==> config.mk <==
export PLATFORM = sky130hd
export DESIGN_NAME = rtick_timer
export DESIGN_NICKNAME = d
export VERILOG_FILES = /design/src/rtl/rtick_pkg.sv /design/src/rtl/rtick_ctrl.sv /design/src/rtl/rtick_divider.sv /design/src/rtl/rtick_flag.sv /design/src/rtl/rtick_timer.sv
export SDC_FILE = /design/constraint.sdc
export NUM_CORES = 1
export LEC_CHECK = 0
export ABC_AREA = 0
export BUFFER_PORTS_ARGS = -buffer_cell sky130_fd_sc_hd__buf_2
export CAP_MARGIN = 20
export CORE_ASPECT_RATIO = 0.6
export CORE_MARGIN = 1
export CORE_UTILIZATION = 34
export DETAILED_ROUTE_END_ITERATION = 12
export PLACE_DENSITY_LB_ADDON = 0.05
export SETUP_SLACK_MARGIN = 0.2
export SYNTH_ARGS = -nofsm -noshare
export SYNTH_HDL_FRONTEND = slang
export SYNTH_HIERARCHICAL = 1
export SYNTH_SLANG_ARGS = --single-unit
==> constraint.sdc <==
create_clock -name clk -period 5.1 [get_ports clk]
set_input_delay 1.275 -clock clk [delete_from_list [all_inputs] [get_ports clk]]
set_output_delay 1.275 -clock clk [all_outputs]
set_load 0.05 [all_outputs]
==> src/rtl/rtick_pkg.sv <==
`timescale 1ns/1ps
package rtick_pkg;

    localparam int CTL_PRE_W = 3;
    localparam int CTL_MOD_W = 4;
    localparam int CTL_W     = CTL_PRE_W + CTL_MOD_W;

    typedef struct packed {
        logic [CTL_PRE_W-1:0] pre_sel;
        logic [CTL_MOD_W-1:0] mod_sel;
    } rtick_ctl_t;

    typedef enum logic [1:0] {
        RUN_COUNT = 2'd0,
        RUN_HOLD  = 2'd1,
        RUN_CLEAR = 2'd2
    } rtick_run_e;

    // Last prescaler count for a selection code: 2^(base-1+sel) - 1.
    function automatic longint unsigned pre_last_f(int base, logic [CTL_PRE_W-1:0] sel);
        longint unsigned one;
        one = 64'd1;
        return (one << (base - 1 + int'(sel))) - 64'd1;
    endfunction

endpackage

==> src/rtl/rtick_ctrl.sv <==
`timescale 1ns/1ps
module rtick_ctrl
    import rtick_pkg::*;
(
    input  logic                clk,
    input  logic                rst,
    input  logic                ctl_wr,
    input  logic [CTL_W-1:0]    ctl_wdata,
    input  logic                wait_mode,
    input  logic                stop_mode,
    input  logic                wait_halt_cfg,
    input  logic                stop_run_cfg,
    output rtick_ctl_t          ctl_q,
    output rtick_run_e          run
);

    always_ff @(posedge clk) begin
        if (rst) begin
            ctl_q <= '0;
        end else if (ctl_wr) begin
            ctl_q <= rtick_ctl_t'(ctl_wdata);
        end
    end

    always_comb begin
        if (ctl_wr) begin
            run = RUN_CLEAR;
        end else if (ctl_q.pre_sel == '0) begin
            run = RUN_CLEAR;
        end else if (wait_mode && wait_halt_cfg) begin
            run = RUN_CLEAR;
        end else if (stop_mode && !stop_run_cfg) begin
            run = RUN_HOLD;
        end else begin
            run = RUN_COUNT;
        end
    end

endmodule

==> src/rtl/rtick_divider.sv <==
`timescale 1ns/1ps
module rtick_divider
    import rtick_pkg::*;
#(
    parameter int PRE_BASE = 10,
    localparam int PCNT_W  = PRE_BASE + (1 << CTL_PRE_W) - 2
) (
    input  logic                  clk,
    input  logic                  rst,
    input  rtick_ctl_t            ctl_q,
    input  rtick_run_e            run,
    output logic [PCNT_W-1:0]     pre_cnt,
    output logic [CTL_MOD_W-1:0]  mod_cnt,
    output logic                  tmo
);

    logic [PCNT_W-1:0] pre_last;
    logic              pre_wrap;

    assign pre_last = PCNT_W'(pre_last_f(PRE_BASE, ctl_q.pre_sel));
    assign pre_wrap = (pre_cnt == pre_last);
    assign tmo      = (run == RUN_COUNT) && pre_wrap && (mod_cnt == ctl_q.mod_sel);

    always_ff @(posedge clk) begin
        if (rst) begin
            pre_cnt <= '0;
            mod_cnt <= '0;
        end else begin
            unique case (run)
                RUN_CLEAR: begin
                    pre_cnt <= '0;
                    mod_cnt <= '0;
                end
                RUN_COUNT: begin
                    if (pre_wrap) begin
                        pre_cnt <= '0;
                        mod_cnt <= (mod_cnt == ctl_q.mod_sel) ? '0 : mod_cnt + 1'b1;
                    end else begin
                        pre_cnt <= pre_cnt + 1'b1;
                    end
                end
                default: begin
                    pre_cnt <= pre_cnt;
                    mod_cnt <= mod_cnt;
                end
            endcase
        end
    end

endmodule

==> src/rtl/rtick_flag.sv <==
`timescale 1ns/1ps
module rtick_flag (
    input  logic clk,
    input  logic rst,
    input  logic tmo,
    input  logic clr_wr,
    input  logic clr_bit,
    output logic flag
);

    always_ff @(posedge clk) begin
        if (rst) begin
            flag <= 1'b0;
        end else if (tmo) begin
            flag <= 1'b1;
        end else if (clr_wr && clr_bit) begin
            flag <= 1'b0;
        end
    end

endmodule

==> src/rtl/rtick_timer.sv <==
`timescale 1ns/1ps
module rtick_timer
    import rtick_pkg::*;
#(
    parameter int PRE_BASE = 10
) (
    input  logic             clk,
    input  logic             rst,
    input  logic             ctl_wr,
    input  logic [CTL_W-1:0] ctl_wdata,
    input  logic             clr_wr,
    input  logic             clr_bit,
    input  logic             irq_en,
    input  logic             wait_mode,
    input  logic             stop_mode,
    input  logic             wait_halt_cfg,
    input  logic             stop_run_cfg,
    output logic             tick_flag,
    output logic             irq
);

    localparam int PCNT_W = PRE_BASE + (1 << CTL_PRE_W) - 2;

    rtick_ctl_t            ctl_q;
    rtick_run_e            run;
    logic [PCNT_W-1:0]     pre_cnt;
    logic [CTL_MOD_W-1:0]  mod_cnt;
    logic                  tmo;

    rtick_ctrl u_ctrl (
        .clk           (clk),
        .rst           (rst),
        .ctl_wr        (ctl_wr),
        .ctl_wdata     (ctl_wdata),
        .wait_mode     (wait_mode),
        .stop_mode     (stop_mode),
        .wait_halt_cfg (wait_halt_cfg),
        .stop_run_cfg  (stop_run_cfg),
        .ctl_q         (ctl_q),
        .run           (run)
    );

    rtick_divider #(.PRE_BASE(PRE_BASE)) u_div (
        .clk     (clk),
        .rst     (rst),
        .ctl_q   (ctl_q),
        .run     (run),
        .pre_cnt (pre_cnt),
        .mod_cnt (mod_cnt),
        .tmo     (tmo)
    );

    rtick_flag u_flag (
        .clk     (clk),
        .rst     (rst),
        .tmo     (tmo),
        .clr_wr  (clr_wr),
        .clr_bit (clr_bit),
        .flag    (tick_flag)
    );

    assign irq = tick_flag & irq_en;

endmodule

==> metrics.json <==
{
  "power": {
    "max_vdd_drop_v": 0.00007317,
    "netSwitchingFraction_pct": 25.21,
    "power.net_switching_mw": 0.1218,
    "power.share.combinational_pct": 16.0,
    "clock_power_share_pct": 36.7,
    "seqPwrFrac_pct": 47.3,
    "powerDensity_nw_per_um2": 208.1,
    "intPower_mw": 0.3613,
    "leakagePower_nw": 0.8958
  },
  "timing": {
    "max-slew-margin-rel_pct": 59.42,
    "hold_slack_final_ns": 0.5314,
    "final_period_minus_worst_setup_slack_ns": 4.503,
    "max_clock_freq_ghz": 0.2221,
    "timing_max_transition_violations_final": 0,
    "grt_setup_unrepaired": "no",
    "worstMarginPinSlew_ns": 0.6079,
    "clock_skew_ns": 0.009633,
    "report.final.hold_viol_count": 0,
    "final_worst_path_period_share_pct": 88.29,
    "setup_violations": 0,
    "setup_total_negative_slack_ns": 0
  },
  "logic_synthesis": {
    "syn_avg_cell_area_um2": 8.354,
    "synth-seq-area-share_pct": 25.81,
    "netlist.area_leader.share_pct": 25.81,
    "ys_ff_latch": 28,
    "synthAdderAreaFrac_pct": 3.917,
    "synth.mux.area_fraction_pct": 4.147,
    "synth_edf_count": 0,
    "synth_warn": 6,
    "synth_nets": 283,
    "synth_top_cells_by_area": "sky130_fd_sc_hd__dfxtp_1 (26%), sky130_fd_sc_hd__xnor2_1 (5.6%), sky130_fd_sc_hd__nor2_1 (4.7%)",
    "yosys.area_share.xor_xnor_pct": 8.468,
    "async_reset_ff_share_pct": 0,
    "synth_compound_area_share_pct": 21.60,
    "yosysTopAreaCell": "sky130_fd_sc_hd__dfxtp_1",
    "ys.flop_type": "sky130_fd_sc_hd__dfxtp_1",
    "dominant_combinational_cell_family_by_area_after_synthesis": "simple AND/OR/NAND/NOR gates",
    "synth.distinct_cells": 66,
    "post_syn_instances": 260,
    "synth-simple-area-share_pct": 27.71,
    "synth.cell_area_um2": 2172
  },
  "global_routing": {
    "top_usage_layer": "met1",
    "grt.met2_usage_pct": 20.72,
    "global_route.usage.met1_pct": 30.66,
    "gr-total-overflow": 0,
    "pin_count_of_the_biggest_net_entering_global_routing": 21,
    "grt_antenna_before_repair": 0,
    "vias_in_the_first_global_route": 1673,
    "global_routing_usage_on_met3_pct": 3.673,
    "grt_pass1_wl_mm": 9.239,
    "grtUsageTotal_pct": 17.76
  },
  "die": {
    "die-height_um": 63.91,
    "ioPinCount": 19,
    "design.core.area_um2": 6138,
    "num_rows": 22,
    "floorplan.die_area_um2": 6722,
    "dieWidth_um": 105.2,
    "initial_utilization_pct": 35.39
  },
  "placed_design": {
    "gpl.final_weighted_congestion": 0.7816,
    "placed_cells_incl_taps": 347,
    "placed_area_um2": 2250,
    "placement.io_buffers": 18,
    "half_perimeter_wire_length_of_the_detailed_placement_result_mm": 4.297
  },
  "hold_path": {
    "hold_class": "register to register"
  },
  "routing": {
    "antenna_left": 0,
    "drt_first_pass_iters": 4,
    "detailroute.via_count": 1869,
    "drt_wl_total_mm": 5.638,
    "detail_route.drc_violations": 0,
    "routed_length_per_placed_instance_um": 16.06,
    "dr.first_iter.drc_count": 117,
    "avgViaCountPerCell": 5.325
  },
  "finish": {
    "final_layout_size_suffix_gt1_share_pct": 15.36,
    "final_cell_count_no_fill": 351,
    "design.final.nets": 291,
    "antennaDiodeCount": 0,
    "fillCellCount": 653,
    "postLayoutCellArea_um2": 2321,
    "area_growth_syn_to_layout_pct": 6.855,
    "finish.utilization_pct": 37.81
  },
  "clock_network": {
    "cts_max_level": 1,
    "clkLatencyLatePin_ns": 0.28,
    "number_of_post_cts_setup_repair_buffers": 0,
    "path_clk_slew_ns": 0.10,
    "tritoncts.num_buffers": 3,
    "clk_root_buffer_cell": "sky130_fd_sc_hd__clkbuf_8",
    "clock_tree_from_tritoncts": "done",
    "cts_sinks": 28,
    "holdBufCountCts": 0,
    "cts.path.max_buffers": 2,
    "post_cts_resized": 0
  },
  "critical_path": {
    "critical_path_class": "register to register",
    "critPathLaunchType": "register",
    "worstPathArrival_ns": 4.70,
    "critPathRequiredTime_ns": 5.30,
    "cp-end-kind": "register",
    "worstPathMaxFanout": 20
  },
  "outcome": {
    "status": "finished, final reports clean"
  },
  "run": {
    "cap_viol_max_count": 0
  }
}
==> path summary, 6_finish.rpt <==
kind	start	to	slack, ns	cells after the start
max reg2reg	u_ctrl/ctl_q[5]$_SDFFE_PP0P_	u_flag/flag$_SDFFE_PP0P_	0.60	13
min	u_div/pre_cnt[15]$_SDFFE_PP0P_	u_div/pre_cnt[15]$_SDFFE_PP0P_	0.53	1
min reg2reg	u_div/pre_cnt[15]$_SDFFE_PP0P_	u_div/pre_cnt[15]$_SDFFE_PP0P_	0.53	1
max	u_ctrl/ctl_q[5]$_SDFFE_PP0P_	u_flag/flag$_SDFFE_PP0P_	0.60	13
==> critical path, cell delays in order (launching register included) <==
cell,delay [ns]
sky130_fd_sc_hd__dfxtp_1,0.72
sky130_fd_sc_hd__and2_1,0.30
sky130_fd_sc_hd__ha_1,0.49
sky130_fd_sc_hd__and4b_1,0.35
sky130_fd_sc_hd__nand2_1,0.11
sky130_fd_sc_hd__ha_1,0.35
sky130_fd_sc_hd__a21boi_4,0.34
sky130_fd_sc_hd__nand3_2,0.09
sky130_fd_sc_hd__or3_1,0.38
sky130_fd_sc_hd__a221oi_1,0.34
sky130_fd_sc_hd__nand3_1,0.28
sky130_fd_sc_hd__nor4_1,0.38
sky130_fd_sc_hd__inv_1,0.09
sky130_fd_sc_hd__a311oi_2,0.19
==> synth_stat cells, types with 2 or more instances <==
| library cell | count |
|---|---|
| sky130_fd_sc_hd__inv_1 | 12 |
| sky130_fd_sc_hd__or3_2 | 2 |
| sky130_fd_sc_hd__buf_2 | 3 |
| sky130_fd_sc_hd__o21ai_1 | 2 |
| sky130_fd_sc_hd__nor4_1 | 5 |
| sky130_fd_sc_hd__clkbuf_1 | 4 |
| sky130_fd_sc_hd__nand4_1 | 4 |
| sky130_fd_sc_hd__xor2_1 | 7 |
| sky130_fd_sc_hd__clkbuf_8 | 3 |
| sky130_fd_sc_hd__ha_1 | 6 |
| sky130_fd_sc_hd__nor2_1 | 27 |
| sky130_fd_sc_hd__nand3b_1 | 4 |
| sky130_fd_sc_hd__o22ai_1 | 3 |
| sky130_fd_sc_hd__nor3_1 | 5 |
| sky130_fd_sc_hd__nand2_1 | 13 |
| sky130_fd_sc_hd__nor2b_1 | 3 |
| sky130_fd_sc_hd__a211o_1 | 2 |
| sky130_fd_sc_hd__and2_1 | 2 |
| sky130_fd_sc_hd__a32oi_1 | 2 |
| sky130_fd_sc_hd__nor4b_1 | 3 |
| sky130_fd_sc_hd__a21o_1 | 8 |
| sky130_fd_sc_hd__or2_2 | 2 |
| sky130_fd_sc_hd__nand3_1 | 8 |
| sky130_fd_sc_hd__dfxtp_1 | 28 |
| sky130_fd_sc_hd__buf_6 | 4 |
| sky130_fd_sc_hd__a21oi_1 | 7 |
| sky130_fd_sc_hd__nand2b_1 | 6 |
| sky130_fd_sc_hd__mux2i_1 | 9 |
| sky130_fd_sc_hd__and3_1 | 8 |
| sky130_fd_sc_hd__nor3b_1 | 5 |
| sky130_fd_sc_hd__a31oi_1 | 4 |
| sky130_fd_sc_hd__xnor2_1 | 14 |
| sky130_fd_sc_hd__a211oi_1 | 2 |
| sky130_fd_sc_hd__nand4b_1 | 2 |
| sky130_fd_sc_hd__o21ai_0 | 10 |
==> registers in the layout, indices dropped and copies added, names as in the netlist <==
signal,count
u_div/mod_cnt,4
u_ctrl/ctl_q,7
u_div/pre_cnt,16
u_flag/flag,1
==> power groups by stage <==
stage | Combinational (mW) | Sequential (mW) | Clock (mW)
3_5_place_dp | 0.0756 | 0.234 | 0
2_1_floorplan | 0.0586 | 0.231 | 0
5_1_grt | 0.0838 | 0.230 | 0.195
6_report | 0.0771 | 0.229 | 0.177
4_1_cts | 0.0760 | 0.229 | 0.187
3_3_place_gp | 0.0764 | 0.234 | 0
==> logic make-up (layout without fill, tap and decap cells) <==
family                     Yosys count  after routing
xor gates and xnor gates            21             21
AOI/OAI and AO/OA                   58             58
adders and majority gates            7              7
other                                1              1
and+or+nand+nor                    107            107
muxes                                9              9
DFF                                 28             28
buffers and inverters               29             36
==> stage by stage <==
stage	setup WS, ns	total power [mW]
3_3_place_gp	0.8289	0.3101
4_1_cts	0.6391	0.4922
2_1_floorplan	1.542	0.2898
5_1_grt	0.2440	0.5085
6_report	0.5972	0.4830
3_5_place_dp	0.6579	0.3092
==> layout by cell type (no fill, tap or decap), drive strengths merged, types with 6 or more instances in the layout <==
cell,netlist,final
inv,12,12
dfxtp,28,28
mux2i,9,9
ha,6,6
nand3,9,9
and3,8,8
nand2b,6,6
nor2,27,27
a21oi,8,8
nand2,13,13
a21o,9,9
buf,9,20
o21ai,12,12
xnor2,14,14
xor2,7,7
==> area by class of cell <==
class	instances	area [um2]	area share, %
Clock buffer	3	41.29	1.779
Clock inverter	1	30.03	1.294
Inverter	12	45.04	1.941
Multi-Input combinational cell	203	1434	61.78
Sequential cell	28	560.5	24.15
Tap cell	84	105.1	4.528
Timing Repair Buffer	20	105.1	4.528
==> per-layer routing <==
layer	routed length (um)	part of all wire (%)
met5	0	0
met4	20	0.35
met3	378	6.7
met2	1903	34
met1	3336	59
No activity file was read; power rests on OpenSTA's default activity.
